$ cat config.mk
export PLATFORM = sky130hd
export DESIGN_NAME = eeld_autoload
export DESIGN_NICKNAME = d
export VERILOG_FILES = /design/src/rtl/eeld_pkg.sv /design/src/rtl/eeld_ctrl.sv /design/src/rtl/eeld_dpath.sv /design/src/rtl/eeld_autoload.sv
export SDC_FILE = /design/constraint.sdc
export NUM_CORES = 1
export LEC_CHECK = 0
export ABC_AREA = 1
export CAP_MARGIN = 5
export CORE_MARGIN = 8
export CORE_UTILIZATION = 50
export DETAILED_ROUTE_END_ITERATION = 8
export PLACE_DENSITY = 0.85
export SKIP_LAST_GASP = 1
export SYNTH_ARGS = -nofsm -noshare
export SYNTH_HDL_FRONTEND = slang
export SYNTH_SLANG_ARGS = --single-unit
$ cat constraint.sdc
create_clock -name clk -period 9 [get_ports clk]
set_clock_uncertainty 0.2 [all_clocks]
set_input_delay 1.8 -clock clk [delete_from_list [all_inputs] [get_ports clk]]
set_output_delay 1.8 -clock clk [all_outputs]
set_load 0.02 [all_outputs]
$ cat src/rtl/eeld_pkg.sv
package eeld_pkg;

  // Load phase of the sequencer
  typedef enum logic [2:0] {
    PH_IDLE,
    PH_HDR,
    PH_MAP,
    PH_REC,
    PH_FIN
  } phase_t;

  // Strobes from control to datapath
  typedef struct packed {
    logic clrIdx;
    logic incIdx;
    logic capFlags;
    logic capMap;
    logic capRec;
    logic commit;
    logic setErr;
    logic setDone;
  } ldStrb_t;

  // Flag positions inside header byte 0
  localparam int FLG_CRC = 0;
  localparam int FLG_MAP = 1;
  localparam int FLG_BIG = 2;

  // One byte of CRC-8, polynomial 0x07, MSB first
  function automatic logic [7:0] crc8Step(input logic [7:0] crcIn, input logic [7:0] d);
    logic [7:0] c;
    c = crcIn;
    for (int i = 7; i >= 0; i--) begin
      if (c[7] ^ d[i]) c = {c[6:0], 1'b0} ^ 8'h07;
      else             c = {c[6:0], 1'b0};
    end
    return c;
  endfunction

endpackage

$ cat src/rtl/eeld_ctrl.sv
module eeld_ctrl
  import eeld_pkg::*;
#(
  parameter int MAX_RETRY = 3
) (
  input  logic    clk,
  input  logic    rstN,
  input  logic    chainEnN,
  input  logic    busAck,
  input  logic    busNack,
  input  logic    hdrLast,
  input  logic    chkPos,
  input  logic    mapOn,
  input  logic    chkOk,
  output phase_t  phase,
  output logic    reqOn,
  output ldStrb_t strb
);

  localparam int RW = $clog2(MAX_RETRY + 1);

  phase_t        phaseNxt;
  logic          reqNxt;
  logic [RW-1:0] retry;
  logic [RW-1:0] retryNxt;

  always_comb begin
    strb     = '0;
    phaseNxt = phase;
    reqNxt   = reqOn;
    retryNxt = retry;
    case (phase)
      PH_IDLE: begin
        if (!chainEnN) begin
          phaseNxt    = PH_HDR;
          reqNxt      = 1'b1;
          strb.clrIdx = 1'b1;
        end
      end
      PH_FIN: reqNxt = 1'b0;
      default: begin
        if (!reqOn) begin
          reqNxt = 1'b1;
        end else if (busAck) begin
          reqNxt   = 1'b0;
          retryNxt = '0;
          case (phase)
            PH_HDR: begin
              strb.capFlags = 1'b1;
              if (hdrLast) begin
                strb.clrIdx = 1'b1;
                phaseNxt    = mapOn ? PH_MAP : PH_REC;
              end else begin
                strb.incIdx = 1'b1;
              end
            end
            PH_MAP: begin
              strb.capMap = 1'b1;
              strb.clrIdx = 1'b1;
              phaseNxt    = PH_REC;
            end
            PH_REC: begin
              if (chkPos) begin
                phaseNxt     = PH_FIN;
                strb.setDone = 1'b1;
                if (chkOk) strb.commit = 1'b1;
                else       strb.setErr = 1'b1;
              end else begin
                strb.capRec = 1'b1;
                strb.incIdx = 1'b1;
              end
            end
            default: ;
          endcase
        end else if (busNack) begin
          reqNxt = 1'b0;
          if (retry == RW'(MAX_RETRY)) begin
            phaseNxt     = PH_FIN;
            strb.setErr  = 1'b1;
            strb.setDone = 1'b1;
          end else begin
            retryNxt = retry + 1'b1;
          end
        end
      end
    endcase
  end

  always_ff @(posedge clk or negedge rstN) begin
    if (!rstN) begin
      phase <= PH_IDLE;
      reqOn <= 1'b0;
      retry <= '0;
    end else begin
      phase <= phaseNxt;
      reqOn <= reqNxt;
      retry <= retryNxt;
    end
  end

endmodule

$ cat src/rtl/eeld_dpath.sv
module eeld_dpath
  import eeld_pkg::*;
#(
  parameter int         REC_LEN   = 37,
  parameter int         HDR_LEN   = 3,
  parameter int         STRAP_W   = 4,
  parameter int         EE_AW     = 10,
  parameter logic [7:0] EE_DEV    = 8'hA0,
  parameter logic [7:0] OWN_BASE  = 8'hB0,
  parameter logic [7:0] FIXED_PAT = 8'hA5
) (
  input  logic                 clk,
  input  logic                 rstN,
  input  logic [STRAP_W-1:0]   strap,
  input  logic [7:0]           busData,
  input  phase_t               phase,
  input  ldStrb_t              strb,
  output logic [7:0]           devAddr,
  output logic [7:0]           wordAddr,
  output logic [7:0]           ownAddr,
  output logic                 hdrLast,
  output logic                 chkPos,
  output logic                 mapOn,
  output logic                 chkOk,
  output logic                 errQ,
  output logic                 doneQ,
  output logic [REC_LEN*8-1:0] cfgFlat
);

  localparam int IW   = $clog2(REC_LEN + 1);
  localparam int HI_W = EE_AW - 8;

  logic [IW-1:0]    idx;
  logic [2:0]       flags;
  logic [7:0]       mapStart;
  logic [7:0]       crc;
  logic [EE_AW-1:0] baseAddr;
  logic [EE_AW-1:0] curAddr;
  logic             crcEn;
  logic             bigEn;
  logic [7:0]       shadow [REC_LEN];
  logic [7:0]       cfg    [REC_LEN];

  assign crcEn   = flags[FLG_CRC];
  assign mapOn   = flags[FLG_MAP];
  assign bigEn   = flags[FLG_BIG];
  assign hdrLast = (idx == IW'(HDR_LEN - 1));
  assign chkPos  = (idx == IW'(REC_LEN));
  assign ownAddr = OWN_BASE + 8'({strap, 1'b0});
  assign chkOk   = (busData == (crcEn ? crc : FIXED_PAT));

  // Record start: map entry or strap-derived slot
  always_comb begin
    if (mapOn) baseAddr = EE_AW'(mapStart);
    else       baseAddr = EE_AW'(HDR_LEN) + EE_AW'(strap) * EE_AW'(REC_LEN);
  end

  always_comb begin
    case (phase)
      PH_HDR:  curAddr = EE_AW'(idx);
      PH_MAP:  curAddr = EE_AW'(HDR_LEN) + EE_AW'(strap);
      default: curAddr = baseAddr + EE_AW'(idx);
    endcase
  end

  // Upper address bits ride in the device byte for large memories
  always_comb begin
    devAddr  = EE_DEV;
    if (bigEn) devAddr = EE_DEV | 8'({curAddr[EE_AW-1:8], 1'b0});
    wordAddr = curAddr[7:0];
  end

  always_ff @(posedge clk or negedge rstN) begin
    if (!rstN) begin
      idx      <= '0;
      flags    <= '0;
      mapStart <= '0;
      crc      <= '0;
      errQ     <= 1'b0;
      doneQ    <= 1'b0;
    end else begin
      if (strb.clrIdx) begin
        idx <= '0;
        crc <= '0;
      end else if (strb.incIdx) begin
        idx <= idx + 1'b1;
      end
      if (strb.capFlags && idx == '0) flags <= busData[2:0];
      if (strb.capMap) mapStart <= busData;
      if (strb.capRec) crc <= crc8Step(crc, busData);
      if (strb.setErr) errQ <= 1'b1;
      if (strb.setDone) doneQ <= 1'b1;
    end
  end

  // Shadow bytes take the record; the register file copies only on a pass
  for (genvar g = 0; g < REC_LEN; g++) begin : g_byte
    always_ff @(posedge clk) begin
      if (strb.capRec && idx == IW'(g)) shadow[g] <= busData;
    end
    always_ff @(posedge clk or negedge rstN) begin
      if (!rstN)            cfg[g] <= '0;
      else if (strb.commit) cfg[g] <= shadow[g];
    end
    assign cfgFlat[g*8 +: 8] = cfg[g];
  end

endmodule

$ cat src/rtl/eeld_autoload.sv
module eeld_autoload
  import eeld_pkg::*;
#(
  parameter int         REC_LEN   = 37,
  parameter int         HDR_LEN   = 3,
  parameter int         STRAP_W   = 4,
  parameter int         EE_AW     = 10,
  parameter int         MAX_RETRY = 3,
  parameter logic [7:0] EE_DEV    = 8'hA0,
  parameter logic [7:0] OWN_BASE  = 8'hB0,
  parameter logic [7:0] FIXED_PAT = 8'hA5
) (
  input  logic                 clk,
  input  logic                 rstN,
  input  logic [STRAP_W-1:0]   strap,
  input  logic                 chainEnN,
  output logic                 busReq,
  output logic [7:0]           busDevAddr,
  output logic [7:0]           busWordAddr,
  input  logic                 busAck,
  input  logic                 busNack,
  input  logic [7:0]           busData,
  output logic [7:0]           ownAddr,
  output logic [REC_LEN*8-1:0] cfgFlat,
  output logic                 allDone,
  output logic                 loadErr
);

  phase_t  phase;
  ldStrb_t strb;
  logic    hdrLast;
  logic    chkPos;
  logic    mapOn;
  logic    chkOk;

  eeld_ctrl #(.MAX_RETRY(MAX_RETRY)) ctrl_i (
    .clk      (clk),
    .rstN     (rstN),
    .chainEnN (chainEnN),
    .busAck   (busAck),
    .busNack  (busNack),
    .hdrLast  (hdrLast),
    .chkPos   (chkPos),
    .mapOn    (mapOn),
    .chkOk    (chkOk),
    .phase    (phase),
    .reqOn    (busReq),
    .strb     (strb)
  );

  eeld_dpath #(
    .REC_LEN   (REC_LEN),
    .HDR_LEN   (HDR_LEN),
    .STRAP_W   (STRAP_W),
    .EE_AW     (EE_AW),
    .EE_DEV    (EE_DEV),
    .OWN_BASE  (OWN_BASE),
    .FIXED_PAT (FIXED_PAT)
  ) dpath_i (
    .clk      (clk),
    .rstN     (rstN),
    .strap    (strap),
    .busData  (busData),
    .phase    (phase),
    .strb     (strb),
    .devAddr  (busDevAddr),
    .wordAddr (busWordAddr),
    .ownAddr  (ownAddr),
    .hdrLast  (hdrLast),
    .chkPos   (chkPos),
    .mapOn    (mapOn),
    .chkOk    (chkOk),
    .errQ     (loadErr),
    .doneQ    (allDone),
    .cfgFlat  (cfgFlat)
  );

endmodule

==> impl_metrics.yaml <==
setup_path:
  path_cells: "clkdlybuf4s50_1 -> ha_1 -> ha_1 -> nand2_1 -> nand2_1 -> nand2_1 -> nand2_1 -> o21ai_0 -> ha_1 -> a21o_1 -> o21ai_0 -> nand2_1 -> nand2_1 -> nand2_1 -> nand3_1 -> nor2_1 -> nor2_1 -> clkdlybuf4s50_1"
  slowest_stage: "clkdlybuf4s50_1"
  max_stage_delay_ns: 0.72
  crit_top_cell: "nand2_1"
  worstSetupEndpointType: "output pin"
  critPathKind: "input port to output pin"
  cp.arrival_ns: 5.55
  crit_path_start_kind: "input port"
  crit_fanout: 10
  crit_required_ns: 7.00
routing:
  first_iter_violations: 1886
  drtAntennaViolNets: 0
  drcViolationCount: 0
  vias: 16500
  first_pass_iters: 7
  routed_wl_um: 66000
  viasPerCell: 5.48
  drt-wirelength-per-cell_um: 21.9
timing:
  worst_pin_slew_ns: 1.25
  period_share_pct: 83.9
  setup_viol: 0
  slew_headroom_pct: 16.2
  rsz0062_at_grt: "false"
  post-route-min-period_ns: 7.55
  slew_viol_final: 0
  hold_viol: 0
  totalNegativeSetupSlack_ns: 0
  fin_ws_ns: 1.45
  max_clock_freq_ghz: 0.132
final_layout:
  finalNonFillerCells: 3010
  nFillCells: 3449
  areaGrowthSynthToFinish_pct: 23.9
  layout-drive-gt1-share_pct: 5.87
  diodes: 0
  layout_commonest_cell: "nand2_1"
  final_cell_mix: "nand2_1, dfrtp_1, nand3_1"
  final_cell_area_sq_um: 29200
  fin_nets: 2393
cts:
  cts_hold_buf: 0
  cts_buffer_depth: 3
  htree_levels: 2
  numCtsBuffers: 59
  cts_tree: "built"
  cts_setup_buffers: 0
  clk_pin_slew_ns: 0.07
  cts_root_buf: "clkbuf_16"
  clk_latency_ns: 0.61
  cts.sinks: 625
  cts_resized: 0
synth:
  yosysWarnings: 0
  seq_area_frac_synth_pct: 72.7
  ys.flop_type: "dfrtp_1"
  async_reset_ff_share_pct: 52.6
  synth_edf_count: 296
  synth_cell_types: 37
  yosys_register_bits: 625
  syn_area_per_cell_sq_um: 11.5
  synth_area_sq_um: 23600
  netlist_instances: 2048
floorplanning:
  start_util_pct: 50.6
  ios: 340
  dieHeight_um: 233
  die_x_um: 233
  dieArea_sq_um: 54300
  core_area_sq_um: 46600
  num_rows: 79
placed_design:
  place_congestion: 0.916
  postPlaceCellArea_sq_um: 27300
  dp_hpwl_um: 40600
  pre_cts_ws_ns: 1.48
  io_buffers: 331
  placed_cells: 2899
grt:
  grt_pass1_wl_um: 99600
  globalRouteTotalUtil_pct: 23.9
  antenna_found_initial: 0
  grt_overflow_total: 0
  grt_start_max_net_pins: 202
  grt_pass1_vias: 16600
worst_hold_path:
  worstHoldPathType: "flip-flop to flip-flop"
job:
  max_cap_viol_count: 0
pwr:
  peakVddDrop_mv: 0.212
  p_leak_nw: 13.0
  p_per_area_nw_per_um2: 213
outcome:
  run_status: "finished, final reports clean"
==> cell usage after synthesis (3+ instances only) <==
library cell,count,share of area (%)
buf_4,16,0.51
inv_2,3,0.048
or2_2,4,0.11
nand4_1,5,0.13
xnor2_1,9,0.33
inv_1,54,0.86
nor3_1,10,0.21
nand3_1,328,7.0
a21oi_1,16,0.34
nor2_1,67,1.1
ha_1,22,1.2
nand2_1,716,11
xor2_1,11,0.41
edfxtp_1,296,38
dfrtp_1,329,35
buf_2,78,1.7
o22ai_1,3,0.080
o21ai_0,35,0.74
clkbuf_1,18,0.29
o221ai_1,4,0.15
==> cells by family after synthesis <==
family                   Yosys count  share of synthesized area, %
AO/OA/AOI/OAI                     67                          1.57
buffers and inverters            173                          3.49
flip-flops                       625                          72.7
AND/OR/NAND/NOR                 1137                          20.2
other                              2                        0.0319
XOR/XNOR                          21                         0.813
adder cells (fa/ha/maj)           23                          1.25
==> path summary, 6_finish.rpt <==
kind | from | endpoint | slack, ns | cells past startpoint
max in group asynchronous | rstN | dpath_i.cfgFlat[43] | 6.07 | 2
min in group asynchronous | rstN | dpath_i.cfgFlat[69] | 0.99 | 1
setup reg to reg | dpath_i.idx[1] | dpath_i.shadow[16][4] | 4.99 | 7
hold reg to reg | dpath_i.shadow[14][7] | dpath_i.cfgFlat[119] | 0.26 | 2
hold / removal | dpath_i.shadow[14][7] | dpath_i.cfgFlat[119] | 0.26 | 2
setup / recovery | strap[2] | busDevAddr[1] | 1.45 | 18
==> power breakdown <==
part           switching (mW)  leakage [nW]  internal (mW)
Sequential             0.0601          7.23           3.06
Combinational           0.422          4.82          0.224
Clock                    1.04         0.942           1.41
Total                    1.52          13.0           4.69
==> state kept, by name, indices dropped and copies added (netlist names) <==
name / flops
dpath_i.cfgFlat: 296
dpath_i.shadow: 296
dpath_i.crc: 8
dpath_i.mapStart: 8
dpath_i.idx: 6
ctrl_i.phase: 3
dpath_i.flags: 3
ctrl_i.retry: 2
ctrl_i.reqOn: 1
dpath_i.doneQ: 1
dpath_i.errQ: 1
==> layout make-up <==
type	instances	area (sq um)	share of cell area [%]
repair buffers	352	3470	11.9
well taps	607	759	2.60
inverters	59	221	0.759
multi-input cells	1256	5700	19.5
clock buffers	92	1730	5.93
clock inverters	19	181	0.622
flip-flops and latches	625	17100	58.7
==> critical path, delay by kind of cell <==
| kind | cells | cell delay (ns) |
|---|---|---|
| AO/OA/AOI/OAI | 3 | 0.71 |
| buffers and inverters | 2 | 1.34 |
| adder cells (fa/ha/maj) | 3 | 0.88 |
| AND/OR/NAND/NOR | 10 | 0.82 |
==> metrics by stage <==
step	total power [mW]	hold slack, ns	utilization [%]
floorplan	3.55	0.242	-
global placement	3.78	0.243	58.6
detailed placement	3.80	0.257	58.6
CTS	6.23	0.266	62.7
global route	6.43	0.271	62.7
finish	6.21	0.262	62.7
==> layer usage <==
metal	up-vias	GRT usage, %	wire length [um]
met5	-	0	0
met4	0	9.76	2730
met3	156	5.41	5570
met2	757	38.8	31900
met1	8141	31.1	25800
li1	7438	-	-
Power figures use the tool's default switching activity.
